===== src/rtl/swp_pkg.sv =====
package swp_pkg;

  // The code length is fixed behaviour: at most five bytes are held
  // before the final byte of the longest code arrives.
  localparam int HOLD_SLOTS = 5;
  localparam int SLOT_IDX_W = 3;

  typedef enum logic [1:0] {SR_ADV, SR_ENABLE, SR_DISABLE, SR_BREAK} seqResT;
  typedef enum logic [1:0] {M_RUN, M_DRAIN, M_FINISH} modeT;
  typedef enum logic [1:0] {E_TIMER, E_PEND, E_RESTART} endActT;

  typedef struct packed {
    logic                  passNow;
    logic                  holdWr;
    logic [SLOT_IDX_W-1:0] holdIdx;
    logic                  emitSlot;
    logic [SLOT_IDX_W-1:0] emitIdx;
    logic                  pendWr;
    logic                  emitPend;
    logic                  moveToSlot0;
  } seqStrobeT;

endpackage


===== src/rtl/swp_ctrl.sv =====
module swp_ctrl
  import swp_pkg::*;
#(
  parameter int ADDR_W = 13,
  parameter int DATA_W = 8,
  parameter logic [ADDR_W-1:0] CMD_ADDR_A = 'h1555,
  parameter logic [ADDR_W-1:0] CMD_ADDR_B = 'h0AAA,
  parameter logic PROT_RESET = 1'b0
) (
  input  logic              clk,
  input  logic              rstN,
  input  logic              wrStb,
  input  logic [ADDR_W-1:0] wrAddr,
  input  logic [DATA_W-1:0] wrData,
  input  logic              loadTimeout,
  input  logic              progDone,
  output seqStrobeT         st,
  output logic              protOn,
  output logic              timerStart
);

  localparam logic [DATA_W-1:0] CODE_OPEN   = 'hAA;
  localparam logic [DATA_W-1:0] CODE_KEY    = 'h55;
  localparam logic [DATA_W-1:0] CODE_LOCK   = 'hA0;
  localparam logic [DATA_W-1:0] CODE_EXT    = 'h80;
  localparam logic [DATA_W-1:0] CODE_UNLOCK = 'h20;
  localparam logic [SLOT_IDX_W-1:0] LAST_STEP = SLOT_IDX_W'(HOLD_SLOTS);

  modeT   modeQ, modeD;
  endActT endActQ, endActD;
  logic [SLOT_IDX_W-1:0] stepQ, stepD, drainIdxQ, drainIdxD, drainCntQ, drainCntD;
  logic unlockQ, unlockD, activeQ, activeD, protQ, protD;
  logic pendEnQ, pendEnD, pendDisQ, pendDisD, timerQ, timerD;
  logic restart;
  seqResT res;

  function automatic seqResT classify(input logic [SLOT_IDX_W-1:0] step,
                                      input logic [ADDR_W-1:0] a,
                                      input logic [DATA_W-1:0] d);
    logic onA, onB;
    onA = (a == CMD_ADDR_A);
    onB = (a == CMD_ADDR_B);
    classify = SR_BREAK;
    case (step)
      3'd0, 3'd3: if (onA && d == CODE_OPEN) classify = SR_ADV;
      3'd1, 3'd4: if (onB && d == CODE_KEY) classify = SR_ADV;
      3'd2: begin
        if (onA && d == CODE_LOCK) classify = SR_ENABLE;
        else if (onA && d == CODE_EXT) classify = SR_ADV;
      end
      3'd5: if (onA && d == CODE_UNLOCK) classify = SR_DISABLE;
      default: classify = SR_BREAK;
    endcase
  endfunction

  always_comb begin
    modeD = modeQ;  endActD = endActQ;
    stepD = stepQ;  drainIdxD = drainIdxQ;  drainCntD = drainCntQ;
    unlockD = unlockQ;  activeD = activeQ;  protD = protQ;
    pendEnD = pendEnQ;  pendDisD = pendDisQ;  timerD = 1'b0;
    st = '0;
    res = classify(stepQ, wrAddr, wrData);
    restart = (wrAddr == CMD_ADDR_A) && (wrData == CODE_OPEN);
    case (modeQ)
      M_RUN: begin
        if (wrStb) begin
          activeD = 1'b1;
          if (unlockQ) st.passNow = 1'b1;
          else begin
            case (res)
              SR_ADV: begin
                st.holdWr = 1'b1;  st.holdIdx = stepQ;  stepD = stepQ + 1'b1;
              end
              SR_ENABLE: begin
                stepD = '0;  unlockD = 1'b1;  pendEnD = 1'b1;  pendDisD = 1'b0;
              end
              SR_DISABLE: begin
                stepD = '0;  unlockD = 1'b1;  pendDisD = 1'b1;  pendEnD = 1'b0;
              end
              default: begin
                if (protQ) begin
                  if (restart) begin
                    st.holdWr = 1'b1;  st.holdIdx = '0;  stepD = 3'd1;
                  end else stepD = '0;
                end else if (stepQ == '0) st.passNow = 1'b1;
                else begin
                  st.pendWr = 1'b1;  drainCntD = stepQ;  drainIdxD = '0;
                  endActD = restart ? E_RESTART : E_PEND;
                  modeD = M_DRAIN;  stepD = '0;
                end
              end
            endcase
          end
        end else if (loadTimeout) begin
          if (!protQ && stepQ != '0) begin
            drainCntD = stepQ;  drainIdxD = '0;  endActD = E_TIMER;
            modeD = M_DRAIN;  stepD = '0;
          end else begin
            timerD = activeQ;  stepD = '0;  unlockD = 1'b0;  activeD = 1'b0;
          end
        end
      end
      M_DRAIN: begin
        st.emitSlot = 1'b1;  st.emitIdx = drainIdxQ;
        drainIdxD = drainIdxQ + 1'b1;
        if (drainIdxQ == drainCntQ - 1'b1) modeD = M_FINISH;
      end
      default: begin
        modeD = M_RUN;
        case (endActQ)
          E_PEND:    st.emitPend = 1'b1;
          E_RESTART: begin st.moveToSlot0 = 1'b1;  stepD = 3'd1; end
          default: begin
            timerD = activeQ;  unlockD = 1'b0;  activeD = 1'b0;
          end
        endcase
      end
    endcase
    if (progDone) begin
      if (pendEnQ) protD = 1'b1;
      else if (pendDisQ) protD = 1'b0;
      pendEnD = 1'b0;  pendDisD = 1'b0;
    end
  end

  always_ff @(posedge clk or negedge rstN) begin
    if (!rstN) begin
      modeQ <= M_RUN;  endActQ <= E_TIMER;
      stepQ <= '0;  drainIdxQ <= '0;  drainCntQ <= '0;
      unlockQ <= 1'b0;  activeQ <= 1'b0;  protQ <= PROT_RESET;
      pendEnQ <= 1'b0;  pendDisQ <= 1'b0;  timerQ <= 1'b0;
    end else begin
      modeQ <= modeD;  endActQ <= endActD;
      stepQ <= stepD;  drainIdxQ <= drainIdxD;  drainCntQ <= drainCntD;
      unlockQ <= unlockD;  activeQ <= activeD;  protQ <= protD;
      pendEnQ <= pendEnD;  pendDisQ <= pendDisD;  timerQ <= timerD;
    end
  end

  assign protOn = protQ;
  assign timerStart = timerQ;


  prot_moves_on_done_chk: assert property (@(posedge clk) disable iff (!rstN)
    (protQ != $past(protQ)) |-> $past(progDone));

  timer_single_pulse_chk: assert property (@(posedge clk) disable iff (!rstN)
    timerQ |=> !timerQ);

  no_replay_when_protected_chk: assert property (@(posedge clk) disable iff (!rstN)
    (modeQ != M_RUN) |-> !protQ);

  replay_in_range_chk: assert property (@(posedge clk) disable iff (!rstN)
    (modeQ == M_DRAIN) |-> (drainIdxQ < drainCntQ));

  step_in_range_chk: assert property (@(posedge clk) disable iff (!rstN)
    stepQ <= LAST_STEP);

endmodule


===== src/rtl/swp_datapath.sv =====
module swp_datapath
  import swp_pkg::*;
#(
  parameter int ADDR_W = 13,
  parameter int DATA_W = 8
) (
  input  logic              clk,
  input  logic              rstN,
  input  seqStrobeT         st,
  input  logic [ADDR_W-1:0] wrAddr,
  input  logic [DATA_W-1:0] wrData,
  output logic              storeStb,
  output logic [ADDR_W-1:0] storeAddr,
  output logic [DATA_W-1:0] storeData
);

  logic [ADDR_W-1:0] slotA [HOLD_SLOTS];
  logic [DATA_W-1:0] slotD [HOLD_SLOTS];
  logic [ADDR_W-1:0] pendA;
  logic [DATA_W-1:0] pendD;
  logic storeStbQ;

  always_ff @(posedge clk) begin
    for (int i = 0; i < HOLD_SLOTS; i++) begin
      if (st.holdWr && st.holdIdx == SLOT_IDX_W'(i)) begin
        slotA[i] <= wrAddr;  slotD[i] <= wrData;
      end else if (st.moveToSlot0 && i == 0) begin
        slotA[i] <= pendA;  slotD[i] <= pendD;
      end
    end
    if (st.pendWr) begin
      pendA <= wrAddr;  pendD <= wrData;
    end
    if (st.passNow) begin
      storeAddr <= wrAddr;  storeData <= wrData;
    end else if (st.emitSlot) begin
      storeAddr <= slotA[st.emitIdx];  storeData <= slotD[st.emitIdx];
    end else if (st.emitPend) begin
      storeAddr <= pendA;  storeData <= pendD;
    end
  end

  always_ff @(posedge clk or negedge rstN) begin
    if (!rstN) storeStbQ <= 1'b0;
    else storeStbQ <= st.passNow | st.emitSlot | st.emitPend;
  end

  assign storeStb = storeStbQ;

endmodule


===== src/rtl/swp_sequencer.sv =====
module swp_sequencer
  import swp_pkg::*;
#(
  parameter int ADDR_W = 13,
  parameter int DATA_W = 8,
  parameter logic [ADDR_W-1:0] CMD_ADDR_A = 'h1555,
  parameter logic [ADDR_W-1:0] CMD_ADDR_B = 'h0AAA,
  parameter logic PROT_RESET = 1'b0
) (
  input  logic              clk,
  input  logic              rstN,
  input  logic              wrStb,
  input  logic [ADDR_W-1:0] wrAddr,
  input  logic [DATA_W-1:0] wrData,
  input  logic              loadTimeout,
  input  logic              progDone,
  output logic              protOn,
  output logic              storeStb,
  output logic [ADDR_W-1:0] storeAddr,
  output logic [DATA_W-1:0] storeData,
  output logic              timerStart
);

  seqStrobeT st;

  swp_ctrl #(
    .ADDR_W(ADDR_W), .DATA_W(DATA_W), .CMD_ADDR_A(CMD_ADDR_A),
    .CMD_ADDR_B(CMD_ADDR_B), .PROT_RESET(PROT_RESET)
  ) u_ctrl (
    .clk(clk), .rstN(rstN), .wrStb(wrStb), .wrAddr(wrAddr), .wrData(wrData),
    .loadTimeout(loadTimeout), .progDone(progDone), .st(st),
    .protOn(protOn), .timerStart(timerStart)
  );

  swp_datapath #(.ADDR_W(ADDR_W), .DATA_W(DATA_W)) u_dp (
    .clk(clk), .rstN(rstN), .st(st), .wrAddr(wrAddr), .wrData(wrData),
    .storeStb(storeStb), .storeAddr(storeAddr), .storeData(storeData)
  );


  store_timer_apart_chk: assert property (@(posedge clk) disable iff (!rstN)
    !(storeStb && timerStart));

endmodule


===== config.mk =====
export PLATFORM = sky130hd
export DESIGN_NAME = swp_sequencer
export DESIGN_NICKNAME = d
export VERILOG_FILES = /design/src/rtl/swp_pkg.sv /design/src/rtl/swp_ctrl.sv /design/src/rtl/swp_datapath.sv /design/src/rtl/swp_sequencer.sv
export SDC_FILE = /design/constraint.sdc
export NUM_CORES = 1
export LEC_CHECK = 0
export ABC_AREA = 0
export BUFFER_PORTS_ARGS = -buffer_cell sky130_fd_sc_hd__buf_2
export CAP_MARGIN = 5
export CORE_MARGIN = 4
export CORE_UTILIZATION = 45
export DETAILED_ROUTE_END_ITERATION = 10
export SLEW_MARGIN = 20
export SYNTH_ARGS = -nofsm -noshare
export SYNTH_HDL_FRONTEND = slang
export SYNTH_HIERARCHICAL = 1
export SYNTH_SLANG_ARGS = --single-unit

===== constraint.sdc =====
create_clock -name clk -period 5.4 [get_ports clk]
set_clock_uncertainty 0.2 [all_clocks]
set_input_delay 0.81 -clock clk [delete_from_list [all_inputs] [get_ports clk]]
set_output_delay 0.81 -clock clk [all_outputs]
set_load 0.02 [all_outputs]

After elaboration in Yosys (flattened, before gate mapping) --
Memory sizes are Yosys's and may differ from the RTL's. Cells that the tools add are included.
Word-level totals: output and inout bits 24, flip-flop bits (word level) 62, memories kept 2, memory bits (writable) 105, bits of input ports 26, logic and storage cells 247
Memories:
- u_dp.slotA | words 5, bits a word 13, read ports 1, clocked after Yosys merged registers in 0, wr ports 1, line swp_datapath.sv:17 | logic [ADDR_W-1:0] slotA [HOLD_SLOTS];
- u_dp.slotD | words 5, bits a word 8, read ports 1, clocked after Yosys merged registers in 0, wr ports 1, line swp_datapath.sv:18 | logic [DATA_W-1:0] slotD [HOLD_SLOTS];
Operators by class: bitwise logic cells 5, $add $sub $neg 3, reductions and logical operators 47, muxes and demuxes 137, eq/ne operators 37
Operator list (count):
- 2-to-1 mux 13 bit | 8
- 2-to-1 mux 3 bit | 27
- 2-to-1 mux 8 bit | 8
- 2-to-1 mux 1 bit | 56
- OR reduction 13 bit | 4
- 2-to-1 mux 2 bit | 21
- OR reduction 8 bit | 4
- == test 8 bit (second input constant) | 3
- AND reduction 7 bit | 3
- != test 3 bit (second input constant) | 6
- case mux 3 bit (2 select lines) | 3
- 2-to-1 mux 4 bit | 4
- nonzero test 2 bit | 7
- == test 13 x 12 -> 1 bit (second input constant) | 1
- == test 13 bit (second input constant) | 1
- == test 3 x 2 -> 1 bit (second input constant) | 4
- logical AND 1 bit | 11
- 2-to-1 mux 5 bit | 2
- != test 2 bit (second input constant) | 5
- case mux 1 bit (2 select lines) | 5
- OR reduction 2 bit | 5
- == test 3 bit (second input constant) | 3
- nonzero test 3 bit | 3
- == test 8 x 6 -> 1 bit (second input constant) | 1
- other kinds (22) | 34

Depth between registers and ports, before layout --
depth after elaboration 20, mapped depth 15, depth with buffers taken out 14

By module --
The synthesis kept the hierarchy.
By module, submodules not included:
- swp_datapath | instances 1, cells an instance 331, area an instance 6094.6 um^2
- swp_ctrl | instances 1, cells an instance 157, area an instance 1388.8 um^2

Worst setup path after synthesis --
No wires, ideal clock.
kind in2reg, start input wrData[4], end memory u_dp.slotA[0][0] (enable), path slack -128 ps, data required time 4768 ps, setup time 432 ps, cell stages on the path 11, arrival time 4896 ps, buffers on the path 0, path through or4b_1 > or4_4 > nor3_4 > o221a_2 > and3_1 > ha_1 > nor2b_1 > a21oi_1 > nor3_1 > nand2b_4 > o31ai_1
RTL lines:
- start: declaration | line swp_sequencer.sv:14 | input logic [DATA_W-1:0] wrData,
- end: declaration | line swp_datapath.sv:17

==> results by stage <==
Status:
- The flow ran to the end, and the final reports show no timing, DRC or antenna violations.

Worst setup path:
- In this design, the stage delay of the slowest critical-path cell is 530 ps.
- The slowest cell on the critical path is or4_4.
- The type of the worst setup path is input port to flip-flop.
- Broken down by cell family, the worst path's largest delay share belongs to simple AND/OR/NAND/NOR gates.
- The critical-path maximum fanout is 21.
- Counting buffers and inverters, the worst setup path is 14 cells deep.
- The arrival time at the worst endpoint is slightly below 5000 ps.
- The endpoint class of the critical path is a flip-flop.
- Walking the worst path, the cells encountered are buf_2 -> or4b_1 -> or4_4 -> nor2_1 -> nand3_1 -> a21oi_1 -> ha_1 -> nor2b_1 -> a21oi_1 -> nor3_1 -> nand2b_4 -> o31ai_4 -> buf_4 -> mux2_2.
- Counting both buffers and inverters, the worst setup path holds a total of 2.
- The required time reported for the critical path endpoint is 5370 ps.
- By instance count, the cell type seen most on the critical path is a21oi_1.
- STA classifies the critical path startpoint as an input port.
- The worst register-to-register path has a depth of 14.

Synthesis:
- The fraction of synthesis flops using an asynchronous set or reset pin is roughly an eighth.
- The mean post-synth cell area is around 15 µm².
- In this run the cell area of the synthesized design comes to around 0.0075 mm².
- Synthesis produced a netlist whose cell count is 488.
- In this run, synthesis produced a sequential element count of between 150 and 200.
- Summing the sequential cell areas from Yosys gives approximately 66% of the chip area.
- Counting flops with a built-in enable in the synthesized netlist gives 147.
- The synthesized design spends more area on one cell type than any other, namely edfxtp_1.
- In this run, distinct cell masters in the synthesized netlist total 59.
- For this run, the number of Yosys warnings is 6.
- Among all cell types in the netlist, the one instantiated most often is edfxtp_1.
- The commonest cells after synthesis are edfxtp_1, mux2_2, nand2_1, a21oi_1, o22ai_1.
- The dominant synthesized flop cell is edfxtp_1.
- After synthesis, the cell types taking the most area are edfxtp_1, dfrtp_1, mux2_2, a221oi_2, mux2_4.
- The total nets after synthesis is 527.
- The proportion of netlist area held by the largest area contributor is about 59%.

Route:
- After detailed routing, the average wire length per cell comes to slightly above 20 µm.
- The count of unresolved DRC violations after routing is 0.
- The detailed router placed approximately 4400 vias in this run.
- The final layout contains routed wiring with a total length of 16.04 mm.
- The residual antenna-violating net count after detailed routing is 0.
- For this run, the detailed router's first-pass iteration total came to 4.
- In the routed layout, each cell is associated on average with a via count of about 5.6.
- The iteration-0 DRC count of the detailed router is 237.

CTS:
- The H-tree was split into 4 levels.
- The number of buffers on the longest clock path is 2.
- Clock tree synthesis inserted a total of 17 buffers.
- After clock tree synthesis, the setup repair step added 0 buffers.
- The buffer type at the clock tree root is clkbuf_16.
- The clock slew seen by the registers of the worst setup and hold paths is around 60 ps.
- TritonCTS built the clock tree.
- Counting every sink on the clock net gives roughly 170.
- The number of hold buffers added after CTS is 0.
- The clock latency on the worst-skew pair is approximately 430 ps.
- The count of instances resized after the clock tree is built is 0.

Timing:
- The final-report max-slew violation count was 0.
- The shortest period the worst path allows is ~5000 ps.
- Setup repair after global routing left no endpoint under its margin.
- The final setup violation count is 0.
- The final hold violation count is 0.
- After layout, the worst path uses 90.62% of the clock period.
- After routing, the total negative slack on setup checks comes to 0 ps.
- Headroom to the max-slew limit came out at 34.29%.
- The highest clock frequency the design can meet is approximately 0.20 GHz.
- Setup slack on the critical path of the routed design comes to between 500 and 600 ps.
- The slew of the pin with the lowest slew margin is approximately 980 ps.

Cells and area:
- Summing all non-filler instances in the final layout gives an area of around 0.0086 mm².
- The area added between synthesis and finish is 14.65%.
- The net count of the finished layout is a little under 600.
- In the final layout, the share of cells above drive strength 1 is between 30 and 40%.
- The number of non-filler instances in the completed layout is approximately 780.

Floorplanning:
- The floorplan step set the die height to 137.0 µm.
- The initial core utilization is a little under half.
- In this run the count of I/O pins placed on the die edge is 50.
- Measured along the x axis, the die boundary spans 137.0 µm.
- The floorplan step defined a die boundary enclosing around 0.019 mm².
- After floorplanning, the core was sized to cover around 0.016 mm².
- After floorplanning, the core was divided into 46 placement rows.

GRT:
- Global routing used around 18% of the available tracks across all layers.
- The total global routing overflow is 0.
- Entering global routing, the biggest net connects 27 pins.
- The first global-routing pass estimated 25.53 mm of wire.
- The number of antenna violations at the first check in global routing was 0.
- The number of global-route vias before repair was roughly 4600.

Power and ir drop:
- IR analysis of the VDD net gives a maximum drop of between 200 and 300 µV.
- Of the total power, combinational logic draws between 20% and 30%.
- The net switching share of the total power is a little under a third.
- Of the total power, the clock network draws a little under a third.
- The power density over the cells is approximately 440 mW/mm².
- The leakage component of the power is around 0.0030 µW.
- Of the total power, registers draw between 40% and 50%.
- The total power draw is 3769 µW.
- The internal portion of the total power is 2627 µW.
- The switching power is 1142 µW.

Place:
- The total half-perimeter wirelength after legalization and detailed placement is 10.08 mm.
- The count of port buffers added during placement is 49.
- The post-detailed-placement cell area is 0.008006 mm².
- The minimum setup slack after placement is ~95 ps.
- Once placement completed, the tool counted placed cells totaling approximately 750.
- At the end of routability-driven placement, the weighted congestion stood at around 0.91.

Flow run:
- The tool flagged a number of max-cap violations equal to 0.

Worst hold path:
- The tightest min-delay check is of the input port to async pin type.
-- cells by family (layout without fill, tap and decap cells) --
| logic type | count (synthesis) | after routing | share of synthesized area [%] |
|---|---|---|---|
| fa+ha+maj | 13 | 13 | 2.174 |
| compound gates | 98 | 98 | 10.63 |
| flops | 167 | 167 | 65.67 |
| simple gates | 105 | 105 | 7.691 |
| mux | 65 | 65 | 10.70 |
| buf+inv | 36 | 110 | 2.658 |
| xor+xnor | 4 | 4 | 0.4682 |
| other cells | 0 | 1 | 0 |
-- placed cells by master (no fill, tap or decap), types with 5 or more instances in the layout --
cell         n
mux2_4      19
o21ai_1      9
edfxtp_1   147
nor2_1      12
nand2_1     42
dfrtp_1     20
clkbuf_16   17
buf_2       49
inv_1       14
buf_4       14
a21oi_1     24
nand4_1      5
a221oi_2    19
ha_1        13
o22ai_1     21
mux2_2      43
-- final cells by class --
type                            instances  area, µm²
Fill cell                            1378       7536
Sequential cell                       167       4915
Multi-Input combinational cell        285       2415
Clock buffer                           21      440.4
Timing Repair Buffer                   63      350.3
Tap cell                              216      270.3
Clock inverter                         11      130.1
Inverter                               15      56.30
Antenna cell                            1      2.502
-- flip-flops by register name, summed over array words and instances (netlist names), 2 cells and up --
signal and cells:
u_dp/storeAddr 13, u_dp/pendA 13, u_ctrl/endActQ 2, u_dp/storeData 8
u_dp/pendD 8, u_dp/slotA 65, u_ctrl/drainCntQ 3, u_dp/slotD 40
u_ctrl/drainIdxQ 3, u_ctrl/modeQ 2, u_ctrl/stepQ 3
-- final timing paths --
path	from	end	slack, ps
hold / removal	rstN	u_ctrl/stepQ[1]$_DFFE_PN0P_	130
min in group clk	u_ctrl/activeQ$_DFFE_PN0P_	u_ctrl/activeQ$_DFFE_PN0P_	290
hold reg to reg	u_ctrl/activeQ$_DFFE_PN0P_	u_ctrl/activeQ$_DFFE_PN0P_	290
setup reg to reg	u_ctrl/stepQ[0]$_DFFE_PN0P_	u_dp/slotA[0][9]$_DFFE_PP_	1060
max in group asynchronous	rstN	u_ctrl/modeQ[0]$_DFFE_PN0P_	4550
setup / recovery	wrData[4]	u_dp/slotA[0][9]$_DFFE_PP_	510
-- worst register-to-register path: stages (launching register included) --
cell and delay, ps:
dfrtp_1 460, inv_1 170, ha_1 270, nor2b_1 190
nor2_1 170, o221ai_1 180, a21oi_1 270, ha_1 270
nor2b_1 300, a21oi_1 100, nor3_1 420, nand2b_4 170
o31ai_4 190, buf_4 350, mux2_2 390
-- per-layer routing --
metal	global-route usage [%]	vias to the layer above	routed length (µm)
li1	-	2035	-
met1	23.76	2194	7000
met2	29.32	99	7883
met3	4.779	28	756
met4	6.818	0	396
met5	0	-	0
-- power groups by stage --
stage	combinational (µW)	sequential, µW	clock [µW]
global placement	957	1650	0
global route	1050	1640	1280
detailed placement	972	1650	0
CTS	975	1630	1210
finish	962	1620	1180
floorplan	563	1770	0
-- metrics by stage --
stage               util, %  hold slack [ps]
detailed placement    49.68            274.1
CTS                   53.22            128.3
global placement      49.68            270.8
global route          53.22            146.6
floorplan                 -            253.2
finish                53.24            128.3
Power figures use the tool's default switching activity.
